File: src/rtl/swh_pkg.sv
package swh_pkg;
    localparam int WFIFO_DEPTH = 15;
    localparam int RFIFO_DEPTH = 16;
    localparam int CW          = 5;

    localparam logic [2:0] RA_CTRL  = 3'd0;
    localparam logic [2:0] RA_STAT  = 3'd1;
    localparam logic [2:0] RA_TADDR = 3'd2;
    localparam logic [2:0] RA_WCNT  = 3'd3;
    localparam logic [2:0] RA_RCNT  = 3'd4;
    localparam logic [2:0] RA_CMD   = 3'd5;
    localparam logic [2:0] RA_WDATA = 3'd6;
    localparam logic [2:0] RA_RDATA = 3'd7;

    typedef enum logic [2:0] {
        S_IDLE, S_TX, S_RX_WFCS, S_RX_DATA, S_RX_RFCS
    } seq_state_e;

    typedef struct packed {
        logic [7:0]    addr;
        logic [7:0]    cmd;
        logic [3:0]    wcnt;
        logic [CW-1:0] rcnt;
        logic          hw_fcs;
        logic          cont_abort;
        logic          fcs_abort;
    } txn_cfg_t;

    typedef struct packed {
        logic fin;
        logic rd_fcs;
        logic wr_fcs;
        logic ext;
        logic bus;
        logic code;
    } seq_evt_t;

    function automatic logic [7:0] crc8_step(input logic [7:0] crc, input logic [7:0] din);
        logic [7:0] c;
        c = crc ^ din;
        for (int i = 0; i < 8; i++) begin
            c = c[7] ? ((c << 1) ^ 8'h07) : (c << 1);
        end
        return c;
    endfunction

    function automatic logic is_write_cmd(input logic [7:0] cmd);
        return (cmd == 8'hA5) || (cmd == 8'hB5) || (cmd == 8'h65) || (cmd == 8'hE5);
    endfunction

    function automatic logic [7:0] wire_len(input logic [7:0] cmd, input logic [3:0] n);
        if (cmd == 8'h00)      return 8'd0;
        if (is_write_cmd(cmd)) return {4'd0, n} + 8'd2;
        return {4'd0, n} + 8'd1;
    endfunction
endpackage

File: src/rtl/swh_fifo.sv
module swh_fifo #(
    parameter int DEPTH = 16,
    parameter int W     = 8
) (
    input  logic         clk,
    input  logic         rst,
    input  logic         clr,
    input  logic         push,
    input  logic [W-1:0] din,
    input  logic         pop,
    output logic [W-1:0] dout,
    output logic         empty
);
    localparam int PW = (DEPTH > 1) ? $clog2(DEPTH) : 1;
    localparam int NW = $clog2(DEPTH + 1);

    logic [W-1:0]  mem [DEPTH];
    logic [PW-1:0] wp, rp;
    logic [NW-1:0] cnt;
    logic          full, do_push, do_pop;

    function automatic logic [PW-1:0] nxt(input logic [PW-1:0] p);
        return (p == PW'(DEPTH - 1)) ? '0 : p + 1'b1;
    endfunction

    assign full    = (cnt == NW'(DEPTH));
    assign empty   = (cnt == '0);
    assign do_push = push && !full;
    assign do_pop  = pop && !empty;
    assign dout    = empty ? '0 : mem[rp];

    always_ff @(posedge clk) begin
        if (do_push) mem[wp] <= din;
    end

    always_ff @(posedge clk) begin
        if (rst || clr) begin
            wp  <= '0;
            rp  <= '0;
            cnt <= '0;
        end else begin
            if (do_push) wp <= nxt(wp);
            if (do_pop)  rp <= nxt(rp);
            cnt <= cnt + NW'(do_push) - NW'(do_pop);
        end
    end

    a_r11_bound: assert property (@(posedge clk) disable iff (rst)
        cnt <= NW'(DEPTH));
    a_r11_pop_empty: assert property (@(posedge clk) disable iff (rst)
        (pop && empty && !push) |=> empty);
endmodule

File: src/rtl/swh_seq.sv
module swh_seq
    import swh_pkg::*;
(
    input  logic       clk,
    input  logic       rst,
    input  logic       go,
    input  txn_cfg_t   cfg,
    input  logic [7:0] wf_data,
    output logic       wf_pop,
    output logic       rf_push,
    output logic [7:0] rf_data,
    output logic       busy,
    output logic       tx_valid,
    output logic [7:0] tx_data,
    input  logic       tx_ready,
    input  logic       rx_valid,
    input  logic [7:0] rx_data,
    input  logic       bus_err,
    input  logic       ext_err,
    input  logic       contend,
    output seq_evt_t   evt
);
    seq_state_e    st;
    txn_cfg_t      cfg_q;
    logic [7:0]    wlen_q, crc_q, rcrc_q;
    logic [4:0]    idx;
    logic [CW-1:0] ridx;
    logic [4:0]    tx_last;
    logic          fcs_slot, from_fifo, abort_now;
    logic          w_seen, w_code, w_bad, r_seen, r_bad;

    assign busy      = (st != S_IDLE);
    assign tx_valid  = (st == S_TX);
    assign tx_last   = 5'd2 + wlen_q[4:0];
    assign abort_now = busy && (bus_err || ext_err || (cfg_q.cont_abort && contend));

    always_comb begin
        fcs_slot  = cfg_q.hw_fcs && is_write_cmd(cfg_q.cmd) && (idx == tx_last);
        from_fifo = (idx >= 5'd4) && !fcs_slot;
        case (idx)
            5'd0:    tx_data = cfg_q.addr;
            5'd1:    tx_data = wlen_q;
            5'd2:    tx_data = {{(8-CW){1'b0}}, cfg_q.rcnt};
            5'd3:    tx_data = cfg_q.cmd;
            default: tx_data = fcs_slot ? crc_q : wf_data;
        endcase
    end

    assign wf_pop  = tx_valid && tx_ready && from_fifo;
    assign rf_push = (st == S_RX_DATA) && rx_valid && !abort_now;
    assign rf_data = rx_data;

    assign w_seen = (st == S_RX_WFCS) && rx_valid && !abort_now;
    assign w_code = w_seen && (rx_data == ~crc_q);
    assign w_bad  = w_seen && (rx_data != crc_q) && !w_code;
    assign r_seen = (st == S_RX_RFCS) && rx_valid && !abort_now;
    assign r_bad  = r_seen && (rx_data != rcrc_q);

    always_comb begin
        evt.code   = w_code;
        evt.wr_fcs = w_bad;
        evt.rd_fcs = r_bad;
        evt.bus    = busy && (bus_err || (cfg_q.cont_abort && contend));
        evt.ext    = busy && ext_err;
        evt.fin    = (w_seen && !w_code && !(w_bad && cfg_q.fcs_abort) && (cfg_q.rcnt == '0))
                   || (r_seen && !(r_bad && cfg_q.fcs_abort));
    end

    always_ff @(posedge clk) begin
        if (rst) begin
            st     <= S_IDLE;
            cfg_q  <= '0;
            wlen_q <= '0;
            crc_q  <= '0;
            rcrc_q <= '0;
            idx    <= '0;
            ridx   <= '0;
        end else if (st == S_IDLE) begin
            if (go) begin
                cfg_q  <= cfg;
                wlen_q <= wire_len(cfg.cmd, cfg.wcnt);
                crc_q  <= '0;
                idx    <= '0;
                st     <= S_TX;
            end
        end else if (abort_now) begin
            st <= S_IDLE;
        end else begin
            case (st)
                S_TX: if (tx_ready) begin
                    crc_q <= crc8_step(crc_q, tx_data);
                    idx   <= idx + 1'b1;
                    if (idx == tx_last) st <= S_RX_WFCS;
                end
                S_RX_WFCS: if (rx_valid) begin
                    if (w_code || (w_bad && cfg_q.fcs_abort) || (cfg_q.rcnt == '0)) begin
                        st <= S_IDLE;
                    end else begin
                        st     <= S_RX_DATA;
                        rcrc_q <= '0;
                        ridx   <= '0;
                    end
                end
                S_RX_DATA: if (rx_valid) begin
                    rcrc_q <= crc8_step(rcrc_q, rx_data);
                    ridx   <= ridx + 1'b1;
                    if (ridx == cfg_q.rcnt - 1'b1) st <= S_RX_RFCS;
                end
                S_RX_RFCS: if (rx_valid) st <= S_IDLE;
                default: st <= S_IDLE;
            endcase
        end
    end

    a_r2_tx_hold: assert property (@(posedge clk) disable iff (rst)
        (tx_valid && !tx_ready && !abort_now) |=> (tx_valid && $stable(tx_data)));
    a_r9_abort_idle: assert property (@(posedge clk) disable iff (rst)
        (busy && (bus_err || ext_err)) |=> !busy);
endmodule

File: src/rtl/swire_host_ctrl.sv
module swire_host_ctrl
    import swh_pkg::*;
(
    input  logic       clk,
    input  logic       rst,
    input  logic       reg_wr,
    input  logic       reg_rd,
    input  logic [2:0] reg_addr,
    input  logic [7:0] reg_wdata,
    output logic [7:0] reg_rdata,
    output logic       irq,
    output logic       tx_valid,
    output logic [7:0] tx_data,
    input  logic       tx_ready,
    input  logic       rx_valid,
    input  logic [7:0] rx_data,
    input  logic       link_bus_err,
    input  logic       link_ext_err,
    input  logic       link_contend
);
    logic [4:1]    ctrl_q;
    logic [7:1]    stat_q;
    logic [7:0]    taddr_q, cmd_q;
    logic [3:0]    wcnt_q;
    logic [CW-1:0] rcnt_q;
    logic          need_rst_q;

    logic          busy, go, fifo_clr, ctrl_we, stat_we;
    logic          wf_pop, rf_push, rf_empty, wf_empty_unused;
    logic [7:0]    wf_data, rf_data, rf_head;
    txn_cfg_t      cfg;
    seq_evt_t      ev;
    logic [7:1]    ev_bits;

    assign ctrl_we  = reg_wr && (reg_addr == RA_CTRL);
    assign stat_we  = reg_wr && (reg_addr == RA_STAT);
    assign fifo_clr = ctrl_we && reg_wdata[5];
    assign go       = ctrl_we && reg_wdata[0] && reg_wdata[3] && !busy && !need_rst_q;
    assign ev_bits  = {ev.code, ev.bus, ev.ext, 1'b0, ev.wr_fcs, ev.rd_fcs, ev.fin};
    assign irq      = |stat_q;

    always_comb begin
        cfg.addr       = taddr_q;
        cfg.cmd        = cmd_q;
        cfg.wcnt       = wcnt_q;
        cfg.rcnt       = rcnt_q;
        cfg.hw_fcs     = reg_wdata[1];
        cfg.cont_abort = reg_wdata[2];
        cfg.fcs_abort  = reg_wdata[4];
    end

    always_ff @(posedge clk) begin
        if (rst) begin
            ctrl_q     <= '0;
            stat_q     <= '0;
            taddr_q    <= '0;
            cmd_q      <= '0;
            wcnt_q     <= '0;
            rcnt_q     <= '0;
            need_rst_q <= 1'b0;
        end else begin
            if (ctrl_we) ctrl_q <= reg_wdata[4:1];
            if (reg_wr && reg_addr == RA_TADDR) taddr_q <= reg_wdata;
            if (reg_wr && reg_addr == RA_CMD)   cmd_q   <= reg_wdata;
            if (reg_wr && reg_addr == RA_WCNT)
                wcnt_q <= (reg_wdata > 8'd15) ? 4'd15 : reg_wdata[3:0];
            if (reg_wr && reg_addr == RA_RCNT)
                rcnt_q <= (reg_wdata > 8'd16) ? CW'(16) : reg_wdata[CW-1:0];
            stat_q <= (stat_q & ~(stat_we ? reg_wdata[7:1] : 7'd0) & 7'b1110111) | ev_bits;
            if (ev.bus || ev.ext)              need_rst_q <= 1'b1;
            else if (ctrl_we && !reg_wdata[3]) need_rst_q <= 1'b0;
        end
    end

    always_comb begin
        case (reg_addr)
            RA_CTRL:  reg_rdata = {3'b000, ctrl_q, 1'b0};
            RA_STAT:  reg_rdata = {stat_q, busy};
            RA_TADDR: reg_rdata = taddr_q;
            RA_WCNT:  reg_rdata = {4'd0, wcnt_q};
            RA_RCNT:  reg_rdata = {{(8-CW){1'b0}}, rcnt_q};
            RA_CMD:   reg_rdata = cmd_q;
            RA_RDATA: reg_rdata = rf_head;
            default:  reg_rdata = 8'd0;
        endcase
    end

    swh_fifo #(.DEPTH(WFIFO_DEPTH), .W(8)) u_wfifo (
        .clk(clk), .rst(rst), .clr(fifo_clr),
        .push(reg_wr && reg_addr == RA_WDATA), .din(reg_wdata),
        .pop(wf_pop), .dout(wf_data), .empty(wf_empty_unused)
    );

    swh_fifo #(.DEPTH(RFIFO_DEPTH), .W(8)) u_rfifo (
        .clk(clk), .rst(rst), .clr(fifo_clr),
        .push(rf_push), .din(rf_data),
        .pop(reg_rd && reg_addr == RA_RDATA), .dout(rf_head), .empty(rf_empty)
    );

    swh_seq u_seq (
        .clk(clk), .rst(rst), .go(go), .cfg(cfg),
        .wf_data(wf_data), .wf_pop(wf_pop),
        .rf_push(rf_push), .rf_data(rf_data),
        .busy(busy), .tx_valid(tx_valid), .tx_data(tx_data), .tx_ready(tx_ready),
        .rx_valid(rx_valid), .rx_data(rx_data),
        .bus_err(link_bus_err), .ext_err(link_ext_err), .contend(link_contend),
        .evt(ev)
    );

    a_r8_w1c_fin: assert property (@(posedge clk) disable iff (rst)
        (stat_we && reg_wdata[1] && !ev.fin) |=> !stat_q[1]);
    a_r9_start_blocked: assert property (@(posedge clk) disable iff (rst)
        (need_rst_q && ctrl_we && reg_wdata[0] && !busy) |=> !busy);
    a_r8_irq_src: assert property (@(posedge clk) disable iff (rst)
        $rose(irq) |-> $past(busy));
    a_r11_rd_empty: assert property (@(posedge clk) disable iff (rst)
        rf_empty |-> (rf_head == 8'd0));
endmodule

File: config.mk
export PLATFORM = sky130hd
export DESIGN_NAME = swire_host_ctrl
export DESIGN_NICKNAME = d
export VERILOG_FILES = /design/src/rtl/swh_pkg.sv /design/src/rtl/swh_fifo.sv /design/src/rtl/swh_seq.sv /design/src/rtl/swire_host_ctrl.sv
export SDC_FILE = /design/constraint.sdc
export NUM_CORES = 1
export LEC_CHECK = 0
export BUFFER_PORTS_ARGS = -buffer_cell sky130_fd_sc_hd__buf_2
export CAP_MARGIN = 15
export CELL_PAD_IN_SITES_DETAIL_PLACEMENT = 0
export CELL_PAD_IN_SITES_GLOBAL_PLACEMENT = 1
export CORE_AREA = 2 2 177 179
export DETAILED_ROUTE_END_ITERATION = 12
export DIE_AREA = 0 0 179 181
export PLACE_DENSITY = 0.81
export SLEW_MARGIN = 20
export SYNTH_ARGS = -nofsm -noshare
export SYNTH_HDL_FRONTEND = slang
export SYNTH_SLANG_ARGS = --single-unit
File: constraint.sdc
create_clock -name clk -period 6.89 [get_ports clk]
set_clock_uncertainty 0.1 [all_clocks]
set_input_delay 0.3445 -clock clk [delete_from_list [all_inputs] [get_ports clk]]
set_output_delay 0.3445 -clock clk [all_outputs]
set_load 0.05 [all_outputs]
==> results.toml <==
[logic_synthesis]
synth_compound_area_share_pct = 8.06
synth_top_family_by_area = "multiplexers"
synth-edff-count = 248
ys.flop_type = "edfxtp_1"
yosys.area_share.adder_pct = 2.50
synth_cell_types = 67
synth_most_common_cell = "edfxtp_1"
avgSynthCellArea_sq_um = 12.7
synthCells = 1300
synth_top_area_share_pct = 45.1
ys_ff_latch = 375
ys_warn_count = 0
yosysSeqAreaShare_pct = 60.4
synthSimpleGateAreaFrac_pct = 10.9
synth_area_leader_cell = "edfxtp_1"
synthesis.area_sq_um = 16500
syn_nets = 1359
synth_commonest_cells = "edfxtp_1 (248), nand2_1 (160), dfxtp_1 (127)"
synth_xor_area_share_pct = 4.13
synthMuxAreaShare_pct = 11.4
yosys-top-cells-area = "edfxtp_1 (45%), dfxtp_1 (15%), mux4_2 (8.6%)"
async_flop_share_pct = 0

[clock_network]
cts_root_buffer = "clkbuf_16"
numCtsBuffers = 40
numClockSinks = 375
h-tree-depth = 2
cts.path.max_buffers = 3
insertion_delay_ns = 0.54
clk_pin_slew_ns = 0.06
cts_tree = "built"
cts_setup_buffers = 0

[setup_path]
worstSetupPathType = "reg -> reg"
worstReg2RegStart = "u_seq.idx[0]"
cpMostUsedCell = "xnor2_1"
cp_slowest_cell = "dfxtp_1"
setup.worst_path.end_class = "flip-flop"
cp-start-kind = "flip-flop"
max_stage_delay_ns = 0.47
startpoint = "u_seq.idx[0]"
critPathTopFamily = "simple AND/OR/NAND/NOR gates"
critical_path_required_ns = 7.22
crit_chain = "inv_1 -> ha_1 -> nor4_1 -> nand2b_1 -> a221o_1 -> mux2_2 -> a31oi_1 -> nand2_1 -> xnor2_1 -> xnor2_1 -> a22o_1"
path_max_fanout = 13
crit_buf_inv = 1
critPathArrivalTime_ns = 3.86

[route]
num_vias = 10500
wire_per_inst_microns = 22.0
drc = 0
firstDrtPassIters = 5
viasPerCell = 5.93
ant_nets = 0
drt-total-wl_mm = 38.9
drt_iter0_drc = 1148

[sta]
worst_pin_slew_ns = 1.10
grt_setup_unrepaired = "false"
setup_viol = 0
finalHoldViolations = 0
relSlewSlack_pct = 26.9
post-route-period-util_pct = 51.3
fin_crit_ns = 3.53
fmax_mhz = 283
tns_ns = 0
report.final.slew_viol_count = 0

[place]
dp_hpwl_mm = 26.9
port_buffers = 45
gp_congestion = 0.881
postPlaceCellArea_sq_um = 17100

[outcome]
outcome = "completed"

[global_routing]
grt_pass1_wl_mm = 60.2
antenna_found_initial = 1
grt_remaining_overflow = 0
grt_pass1_vias = 10300
grt_max_degree = 48
grt_usage_pct = 24.6

[final_layout]
stdcell_area_sq_um = 18400
drive_above_1_share_pct = 15.9
areaGrowthSynthToFinish_pct = 11.6
fillers = 2341
final_nets = 1404
n_antenna_cell = 0

[floorplan]
die_area_sq_um = 32400
num_io_pins = 46
die_x_microns = 179
rows = 64
die_h_microns = 181
core_area_sq_um = 30300
initial_utilization_pct = 54.5

[power]
powerDensity_nw_per_um2 = 255
p_leak_nw = 6.17
vdd_ir_drop_max_uv = 277

[hold_path]
min_from = "link_bus_err"
hp-class = "in -> reg"

[job]
max_cap_violations = 0
[final timing paths]
path              slack (ns)              to  depth (start not counted)
hold / removal          0.11       stat_q[6]                          5
hold reg to reg         0.36       ctrl_q[1]                          2
setup reg to reg        3.36  u_seq.crc_q[2]                         11
setup / recovery        3.36  u_seq.crc_q[2]                         11
[cell usage in the layout (no fill, tap or decap), drive strengths merged, types with 31 or more instances in the layout]
master and instances:
nor2 113, xor2 34, buf 62, clkbuf 47, xnor2 43, edfxtp 248
a21oi 89, inv 39, dfxtp 127, nand2 160, mux4 65, a22oi 31
[layout make-up]
class                           instances  area (sq um)  share of cell area [%]
Sequential cell                       375         10000                    54.2
Multi-Input combinational cell        827          6160                    33.4
Clock buffer                           47          1050                    5.68
Tap cell                              396           495                    2.69
Timing Repair Buffer                   63           363                    1.97
Clock inverter                         25           240                    1.30
Inverter                               38           143                   0.773
[worst reg2reg max path: stages (launching register included)]
cell      delay [ns]
dfxtp_1         0.47
inv_1           0.11
ha_1            0.32
nor4_1          0.39
nand2b_1        0.47
a221o_1         0.26
mux2_2          0.35
a31oi_1         0.13
nand2_1         0.12
xnor2_1         0.37
xnor2_1         0.12
a22o_1          0.20
[metrics by stage]
step                      power, mW  hold WS, ns  worst slack [ns]  cells  utilization, %
after floorplan                2.60        0.332              2.81   1300               -
after global placement         2.68        0.341              2.88   1697            56.4
after detailed placement       2.69        0.351              3.35   1698            56.4
after CTS                      4.74       0.0909              2.99   1771            60.7
after global routing           4.84        0.144              2.99   1771            60.8
final                          4.70        0.114              3.36   1771            60.8
[repair_timing]
item	4_1_cts	5_1_grt
gates resized for setup	0	0
endpoints found under the hold margin	1	0
hold buffers	1	0
[sequential cells by signal, summed over array words and instances, names as in the netlist, 6 cells and up, named ones only]
name          count
cmd_q             8
stat_q            6
taddr_q           8
u_rfifo.mem     128
u_seq.cfg_q      24
u_seq.crc_q       8
u_seq.rcrc_q      8
u_wfifo.mem     120
[cells by family (layout without fill, tap and decap cells)]
kind of cell,Yosys count,after routing
compound gates,212,212
xor+xnor,77,77
fa+ha+maj,32,32
buf+inv,98,173
flops,375,375
mux,105,105
simple gates,401,401
[metal layers]
layer,global-route usage [%],vias up,routed length [microns]
li1,-,4924,-
met1,36.2,5183,17400
met2,38.3,315,18300
met3,3.14,77,1990
met4,7.74,2,1160
met5,0,-,14
[where the power goes]
part / internal [mW] / switching, mW
combinational: 0.0726 / 0.146
sequential: 2.41 / 0.0137
clock: 1.18 / 0.883
total: 3.66 / 1.04
Power figures use the tool's default switching activity.
